$ cat src/rtl/flash_reg_pkg.sv
package flash_reg_pkg;

   typedef enum logic [1:0] {
      LANE_X1  = 2'b00,
      LANE_X2  = 2'b01,
      LANE_X4  = 2'b10,
      LANE_ALT = 2'b11
   } lane_mode_e;

   localparam logic [7:0] OP_SET_WEL   = 8'h06;
   localparam logic [7:0] OP_WR_EXTADR = 8'hC5;
   localparam logic [7:0] OP_WR_LOCK   = 8'hE5;
   localparam logic [7:0] OP_RD_LOCK   = 8'hE8;

   function automatic logic [2:0] lane_width(input lane_mode_e m);
      case (m)
         LANE_X2: lane_width = 3'd2;
         LANE_X4: lane_width = 3'd4;
         default: lane_width = 3'd1;
      endcase
   endfunction

   function automatic logic [3:0] lane_mask(input lane_mode_e m);
      case (m)
         LANE_X2: lane_mask = 4'b0011;
         LANE_X4: lane_mask = 4'b1111;
         default: lane_mask = 4'b0010;
      endcase
   endfunction

   function automatic logic op_known(input logic [7:0] op);
      op_known = (op == OP_SET_WEL) || (op == OP_WR_EXTADR) ||
                 (op == OP_WR_LOCK) || (op == OP_RD_LOCK);
   endfunction

endpackage

$ cat src/rtl/sfr_rx_frame.sv
module sfr_rx_frame
   import flash_reg_pkg::*;
#(
   parameter int CNT_W = 3
) (
   input  logic             clk,
   input  logic             rst_n,
   input  logic             cs_n,
   input  logic             sck_rise,
   input  lane_mode_e       mode,
   input  logic [3:0]       dq_in,
   output logic             byte_done,
   output logic [7:0]       byte_data,
   output logic [CNT_W-1:0] byte_idx,
   output logic [CNT_W-1:0] nbytes,
   output logic             on_boundary
);
   localparam logic [CNT_W-1:0] CNT_MAX = '1;

   logic [7:0] shreg, shreg_nxt;
   logic [2:0] bit_cnt;
   logic [3:0] bit_sum;

   always_comb begin
      case (mode)
         LANE_X2: shreg_nxt = {shreg[5:0], dq_in[1:0]};
         LANE_X4: shreg_nxt = {shreg[3:0], dq_in};
         default: shreg_nxt = {shreg[6:0], dq_in[0]};
      endcase
      bit_sum = {1'b0, bit_cnt} + {1'b0, lane_width(mode)};
   end

   assign on_boundary = (bit_cnt == 3'd0);

   always_ff @(posedge clk or negedge rst_n) begin
      if (!rst_n) begin
         shreg     <= '0;
         bit_cnt   <= '0;
         nbytes    <= '0;
         byte_done <= 1'b0;
         byte_data <= '0;
         byte_idx  <= '0;
      end else if (cs_n) begin
         bit_cnt   <= '0;
         nbytes    <= '0;
         byte_done <= 1'b0;
      end else begin
         byte_done <= 1'b0;
         if (sck_rise) begin
            shreg   <= shreg_nxt;
            bit_cnt <= bit_sum[2:0];
            if (bit_sum[3]) begin
               byte_done <= 1'b1;
               byte_data <= shreg_nxt;
               byte_idx  <= nbytes;
               if (nbytes != CNT_MAX) nbytes <= nbytes + 1'b1;
            end
         end
      end
   end
endmodule

$ cat src/rtl/sfr_reg_ctrl.sv
module sfr_reg_ctrl
   import flash_reg_pkg::*;
#(
   parameter int NUM_SECTORS = 16,
   parameter int ADDR_BYTES  = 3,
   parameter int CNT_W       = 3
) (
   input  logic             clk,
   input  logic             rst_n,
   input  logic             cs_n,
   input  logic             cs_rise,
   input  logic             busy,
   input  logic             byte_done,
   input  logic [7:0]       byte_data,
   input  logic [CNT_W-1:0] byte_idx,
   input  logic [CNT_W-1:0] nbytes,
   input  logic             on_boundary,
   output logic             wel,
   output logic [7:0]       ext_addr,
   output logic             rd_active,
   output logic [7:0]       rd_byte
);
   localparam int SECT_BITS = $clog2(NUM_SECTORS);
   localparam logic [CNT_W-1:0] IDX_ADDR0 = CNT_W'(1);
   localparam logic [CNT_W-1:0] IDX_ALAST = CNT_W'(ADDR_BYTES);
   localparam logic [CNT_W-1:0] IDX_LDATA = CNT_W'(ADDR_BYTES + 1);
   localparam logic [CNT_W-1:0] LEN_WEL   = CNT_W'(1);
   localparam logic [CNT_W-1:0] LEN_EXT   = CNT_W'(2);
   localparam logic [CNT_W-1:0] LEN_LOCK  = CNT_W'(ADDR_BYTES + 2);

   logic [7:0]           cmd;
   logic                 cmd_ok;
   logic [SECT_BITS-1:0] sector;
   logic [7:0]           wdata;
   logic [1:0]           lock_q [NUM_SECTORS];
   logic                 frame_ok, do_wel, do_ext, do_lock;

   assign frame_ok = cs_rise && cmd_ok && on_boundary;
   assign do_wel   = frame_ok && (cmd == OP_SET_WEL)   && (nbytes == LEN_WEL);
   assign do_ext   = frame_ok && wel && (cmd == OP_WR_EXTADR) && (nbytes == LEN_EXT);
   assign do_lock  = frame_ok && wel && (cmd == OP_WR_LOCK)   && (nbytes == LEN_LOCK);

   for (genvar s = 0; s < NUM_SECTORS; s++) begin : g_lock
      always_ff @(posedge clk or negedge rst_n) begin
         if (!rst_n)
            lock_q[s] <= 2'b00;
         else if (do_lock && (sector == SECT_BITS'(s)) && !lock_q[s][1])
            lock_q[s] <= wdata[1:0];
      end
   end

   always_ff @(posedge clk or negedge rst_n) begin
      if (!rst_n) begin
         wel       <= 1'b0;
         ext_addr  <= '0;
         cmd       <= '0;
         cmd_ok    <= 1'b0;
         sector    <= '0;
         wdata     <= '0;
         rd_active <= 1'b0;
         rd_byte   <= '0;
      end else begin
         if (do_wel)                 wel <= 1'b1;
         else if (do_ext || do_lock) wel <= 1'b0;
         if (do_ext) ext_addr <= wdata;
         if (cs_n) begin
            cmd_ok    <= 1'b0;
            rd_active <= 1'b0;
         end else if (byte_done) begin
            if (byte_idx == '0) begin
               cmd    <= byte_data;
               cmd_ok <= !busy && op_known(byte_data);
            end
            if (byte_idx == IDX_ADDR0) sector <= byte_data[7 -: SECT_BITS];
            if (((cmd == OP_WR_EXTADR) && (byte_idx == IDX_ADDR0)) ||
                ((cmd == OP_WR_LOCK) && (byte_idx == IDX_LDATA)))
               wdata <= byte_data;
            if (cmd_ok && (cmd == OP_RD_LOCK) && (byte_idx == IDX_ALAST)) begin
               rd_active <= 1'b1;
               rd_byte   <= {6'b0, lock_q[sector]};
            end
         end
      end
   end
endmodule

$ cat src/rtl/sfr_tx_lanes.sv
module sfr_tx_lanes
   import flash_reg_pkg::*;
(
   input  logic       clk,
   input  logic       rst_n,
   input  logic       cs_n,
   input  logic       sck_fall,
   input  lane_mode_e mode,
   input  logic       rd_active,
   input  logic [7:0] rd_byte,
   output logic [3:0] dq_q,
   output logic [3:0] oe_q
);
   logic [2:0] ptr;
   logic [7:0] aligned;
   logic [3:0] chunk;

   always_comb begin
      aligned = rd_byte << ptr;
      case (mode)
         LANE_X2: chunk = {2'b00, aligned[7:6]};
         LANE_X4: chunk = aligned[7:4];
         default: chunk = {2'b00, aligned[7], 1'b0};
      endcase
   end

   always_ff @(posedge clk or negedge rst_n) begin
      if (!rst_n) begin
         ptr  <= '0;
         dq_q <= '0;
         oe_q <= '0;
      end else if (cs_n || !rd_active) begin
         ptr  <= '0;
         oe_q <= '0;
      end else if (sck_fall) begin
         dq_q <= chunk;
         oe_q <= lane_mask(mode);
         ptr  <= ptr + lane_width(mode);
      end
   end
endmodule

$ cat src/rtl/flash_reg_slave.sv
module flash_reg_slave
   import flash_reg_pkg::*;
#(
   parameter int NUM_SECTORS = 16,
   parameter int ADDR_BYTES  = 3
) (
   input  logic       clk,
   input  logic       rst_n,
   input  logic       cs_n,
   input  logic       sck,
   input  logic [3:0] dq_in,
   input  logic [1:0] lane_mode,
   input  logic       busy,
   output logic [3:0] dq_out,
   output logic [3:0] dq_oe,
   output logic       wel,
   output logic [7:0] ext_addr
);
   localparam int CNT_W = $clog2(ADDR_BYTES + 3);

   if (NUM_SECTORS < 2 || NUM_SECTORS > 256 || (NUM_SECTORS & (NUM_SECTORS - 1)) != 0) begin : g_bad_sectors
      $error("NUM_SECTORS must be a power of two from 2 to 256");
   end
   if (ADDR_BYTES < 2 || ADDR_BYTES > 4) begin : g_bad_addr
      $error("ADDR_BYTES must be 2, 3 or 4");
   end

   lane_mode_e       mode;
   logic             sck_q, cs_q, sck_rise, sck_fall, cs_rise;
   logic             byte_done, on_boundary, rd_active;
   logic [7:0]       byte_data, rd_byte;
   logic [CNT_W-1:0] byte_idx, nbytes;
   logic [3:0]       oe_q;

   assign mode     = lane_mode_e'(lane_mode);
   assign sck_rise = !cs_n && sck && !sck_q;
   assign sck_fall = !cs_n && !sck && sck_q;
   assign cs_rise  = cs_n && !cs_q;
   assign dq_oe    = oe_q & {4{~cs_n}};

   always_ff @(posedge clk or negedge rst_n) begin
      if (!rst_n) begin
         sck_q <= 1'b0;
         cs_q  <= 1'b1;
      end else begin
         sck_q <= sck;
         cs_q  <= cs_n;
      end
   end

   sfr_rx_frame #(.CNT_W(CNT_W)) u_rx (
      .clk, .rst_n, .cs_n, .sck_rise, .mode, .dq_in,
      .byte_done, .byte_data, .byte_idx, .nbytes, .on_boundary
   );

   sfr_reg_ctrl #(.NUM_SECTORS(NUM_SECTORS), .ADDR_BYTES(ADDR_BYTES), .CNT_W(CNT_W)) u_ctrl (
      .clk, .rst_n, .cs_n, .cs_rise, .busy, .byte_done, .byte_data, .byte_idx,
      .nbytes, .on_boundary, .wel, .ext_addr, .rd_active, .rd_byte
   );

   sfr_tx_lanes u_tx (
      .clk, .rst_n, .cs_n, .sck_fall, .mode, .rd_active, .rd_byte,
      .dq_q(dq_out), .oe_q
   );
endmodule

$ cat config.mk
export PLATFORM = sky130hd
export DESIGN_NAME = flash_reg_slave
export DESIGN_NICKNAME = d
export VERILOG_FILES = /design/src/rtl/flash_reg_pkg.sv /design/src/rtl/sfr_rx_frame.sv /design/src/rtl/sfr_reg_ctrl.sv /design/src/rtl/sfr_tx_lanes.sv /design/src/rtl/flash_reg_slave.sv
export SDC_FILE = /design/constraint.sdc
export NUM_CORES = 1
export LEC_CHECK = 0
export ABC_AREA = 1
export BUFFER_PORTS_ARGS = -buffer_cell sky130_fd_sc_hd__buf_2
export CORE_ASPECT_RATIO = 0.5
export CORE_MARGIN = 2
export CORE_UTILIZATION = 35
export CTS_BUF_LIST = sky130_fd_sc_hd__clkbuf_2
export DETAILED_ROUTE_END_ITERATION = 8
export GPL_TIMING_DRIVEN = 0
export HOLD_SLACK_MARGIN = 0.12
export PLACE_DENSITY = 0.56
export SYNTH_ARGS = -nofsm -noshare
export SYNTH_HDL_FRONTEND = slang
export SYNTH_SLANG_ARGS = --single-unit
$ cat constraint.sdc
create_clock -name clk -period 3 [get_ports clk]
set_input_delay 0.6 -clock clk [delete_from_list [all_inputs] [get_ports clk]]
set_output_delay 0.6 -clock clk [all_outputs]
set_load 0.03 [all_outputs]
==> impl_metrics.json <==
{
  "drive_gt1_frac": 0.136,
  "start_util": 0.361,
  "io_buffers": 27,
  "area.sequential_sq_um": 2550,
  "die_y_um": 90.6,
  "cts_tree": "done",
  "row_count": 31,
  "grt_max_degree": 56,
  "finalPower_mw": 2.25,
  "syn_inst": 644,
  "die_x_um": 177,
  "synth_fa_ha_area_frac": 0.0363,
  "slew_viol_final": 0,
  "reg2reg_slack_ps": 1330,
  "clk_latency_ps": 590,
  "fin_crit_ps": 2400,
  "synthMuxAreaShare": 0,
  "arrival_ps": 1800,
  "end_kind": "primary output",
  "ys_seq_elements": 102,
  "drt_wl_total_mm": 11.9,
  "fin_skew_ps": 27.6,
  "gr-total-overflow": 0,
  "status": "finished, final reports clean",
  "core-area_sq_um": 14500,
  "first_global_vias": 4127,
  "synthToLayoutAreaGrowth_pct": 10.0,
  "required_ps": 2400,
  "rsz0062_at_grt": "no",
  "cp-start-kind": "input pin",
  "nFillCells": 1505,
  "cts_max_path_buffers": 2,
  "fin_crit_sh": 0.801,
  "cts_resized": 0,
  "synthSimpleGateAreaFrac": 0.292,
  "cts-root-buf": "clkbuf_2",
  "drt_iter0_drc": 189,
  "numCtsBuffers": 9,
  "maxCapViolCount": 0,
  "synth_top_family_by_area": "simple AND/OR/NAND/NOR gates",
  "hp-class": "in2reg",
  "cts_max_level": 3,
  "wl_per_cell_um": 13.4,
  "worst_pin_slew_ps": 630,
  "finalHoldViolCount": 0,
  "ant_nets": 0,
  "ys_warn_count": 0,
  "final_cell_area_sq_um": 5770,
  "grt_usage": 0.163,
  "ir_drop_uv": 147,
  "ios": 28,
  "setup_viol": 0,
  "gp_congestion": 0.823,
  "cts.sinks": 102,
  "dp_cells": 870,
  "max_freq_ghz": 0.416,
  "stdcell_count": 889,
  "yosysSeqAreaShare": 0.487,
  "leakagePower_nw": 2.92,
  "dp_hpwl_mm": 8.76,
  "diodes": 0,
  "slew_headroom": 0.580,
  "synth_area_sq_um": 5250,
  "drc": 0,
  "crit_type": "in2out",
  "setup-tns-final_ps": 0,
  "vias_per_cell": 4.75,
  "dr.pass1.iters": 4,
  "clk_pin_slew_worst_paths_ps": 270,
  "synth_compound_area_frac": 0.101,
  "synth_nets": 669,
  "power_density_nw_per_um2": 389,
  "syn_area_per_cell_sq_um": 8.14,
  "grt_pass1_wl_mm": 20.7,
  "synth.distinct_cells": 37,
  "synth_xor_area_frac": 0.00501,
  "antenna_found_initial": 0,
  "dieArea_sq_um": 16000,
  "worstPathMaxFanout": 7,
  "nets": 711,
  "finish.utilization": 0.397,
  "num_vias": 4223,
  "multi_input_area_sq_um": 2280,
  "dpl_cell_area_sq_um": 5660
}
per-stage QoR:
| step | hold slack, ps | worst slack, ps |
|---|---|---|
| floorplan | 304 | 867 |
| global placement | 455 | 148 |
| detailed placement | 463 | 586 |
| CTS | 194 | 580 |
| global route | 203 | 510 |
| finish | 238 | 596 |
worst max-delay path: stages:
cell	delay, ps
dlygate4sd3_1	530
buf_2	130
buf_6	130
nor2_1	120
buf_4	110
buf_2	180
synthesized netlist by cell type:
master | count | area, sq um
o21bai_1 | 6 | 45.0
clkbuf_1 | 2 | 7.51
ha_1 | 12 | 150
inv_1 | 70 | 263
o21ai_2 | 8 | 70.1
buf_2 | 7 | 35.0
nand3_4 | 2 | 35.0
nor3b_2 | 1 | 12.5
nand4_1 | 7 | 43.8
buf_6 | 6 | 67.6
a21oi_1 | 3 | 15.0
or2_2 | 1 | 6.26
nand3_2 | 1 | 10.0
dfrtp_1 | 101 | 2530
a31oi_1 | 1 | 6.26
dfstp_2 | 1 | 26.3
o21bai_2 | 5 | 56.3
nor2_1 | 31 | 116
xnor2_1 | 2 | 17.5
nand2_2 | 7 | 43.8
nand3_1 | 46 | 230
nor3_1 | 19 | 95.1
nor3_4 | 2 | 32.5
nor2_4 | 4 | 45.0
inv_2 | 2 | 7.51
o21ai_0 | 50 | 250
clkinv_1 | 1 | 3.75
nand2_1 | 227 | 852
o31ai_1 | 1 | 7.51
buf_1 | 1 | 3.75
nand2_4 | 1 | 11.3
xor2_1 | 1 | 8.76
fa_1 | 2 | 40.0
o211ai_1 | 2 | 15.0
o22ai_1 | 2 | 12.5
o221ai_1 | 6 | 52.6
buf_4 | 3 | 22.5
path summary, 6_finish.rpt:
kind                               startpoint                  to  cells after the start
setup reg to reg             u_ctrl.sector[0]   u_ctrl.lock_q[26]                      7
hold reg to reg            u_ctrl.ext_addr[7]  u_ctrl.ext_addr[7]                      2
hold / removal                       dq_in[0]       u_rx.shreg[0]                      3
min in group asynchronous               rst_n   u_rx.byte_data[3]                      2
max in group asynchronous               rst_n                cs_q                      3
setup / recovery                         cs_n            dq_oe[3]                      6
registers in the layout (all words and copies together) (netlist names), 2 cells and up:
signal,cells
u_rx.byte_idx,3
u_tx.dq_q,4
u_rx.byte_data,8
u_rx.nbytes,3
u_ctrl.sector,4
u_rx.shreg,7
u_ctrl.cmd,8
u_ctrl.rd_byte,2
u_tx.ptr,3
u_ctrl.ext_addr,8
u_tx.oe_q,3
u_rx.bit_cnt,3
u_ctrl.lock_q,32
u_ctrl.wdata,8
cell type report:
type / count / share of cell area
tap: 198 / 0.0429
buffer: 19 / 0.0236
clock buffer: 11 / 0.00954
inverter: 73 / 0.0475
clock inverter: 5 / 0.00499
timing repair buffer: 31 / 0.0338
sequential: 102 / 0.442
multi-input combinational: 450 / 0.395
cells in the final DEF (no fill, tap or decap), types with 3 or more instances in the layout:
cell type and n:
a21oi_1 3, buf_2 33, buf_4 4, buf_6 6, clkbuf_2 11, dfrtp_1 101
dlygate4sd3_1 3, ha_1 12, inv_1 70, nand2_1 227, nand2_2 7, nand3_1 46
nand4_1 7, nor2_1 31, nor2_4 4, nor3_1 19, o21ai_0 50, o21ai_2 8
o21bai_1 6, o21bai_2 5, o221ai_1 6
report_power, final:
part | switching [mW] | internal [mW] | total (mW)
clock | 0.460 | 0.110 | 0.570
combinational | 0.135 | 0.0628 | 0.198
sequential | 0.0461 | 1.43 | 1.48
total | 0.641 | 1.61 | 2.25
logic make-up (layout without fill, tap and decap cells):
kind of cell               after synthesis  after routing
and+or+nand+nor                        349            349
AOI/OAI and AO/OA                       84             84
adders and majority gates               14             14
xor gates and xnor gates                 3              3
buffers and inverters                   92            139
DFF                                    102            102
what timing repair did:
item	CTS	global route
hold buffers	3	0
buffers inserted	0	0
endpoints found under the setup margin	0	0
endpoints found under the hold margin	49	0
routing by layer:
metal	part of all wire	vias up	global-route usage
met5	0	-	0
met4	0.0071	0	0.0282
met3	0.035	8	0.0383
met2	0.45	56	0.258
met1	0.51	2015	0.229
li1	-	2144	-
No activity file was read; power rests on OpenSTA's default activity.
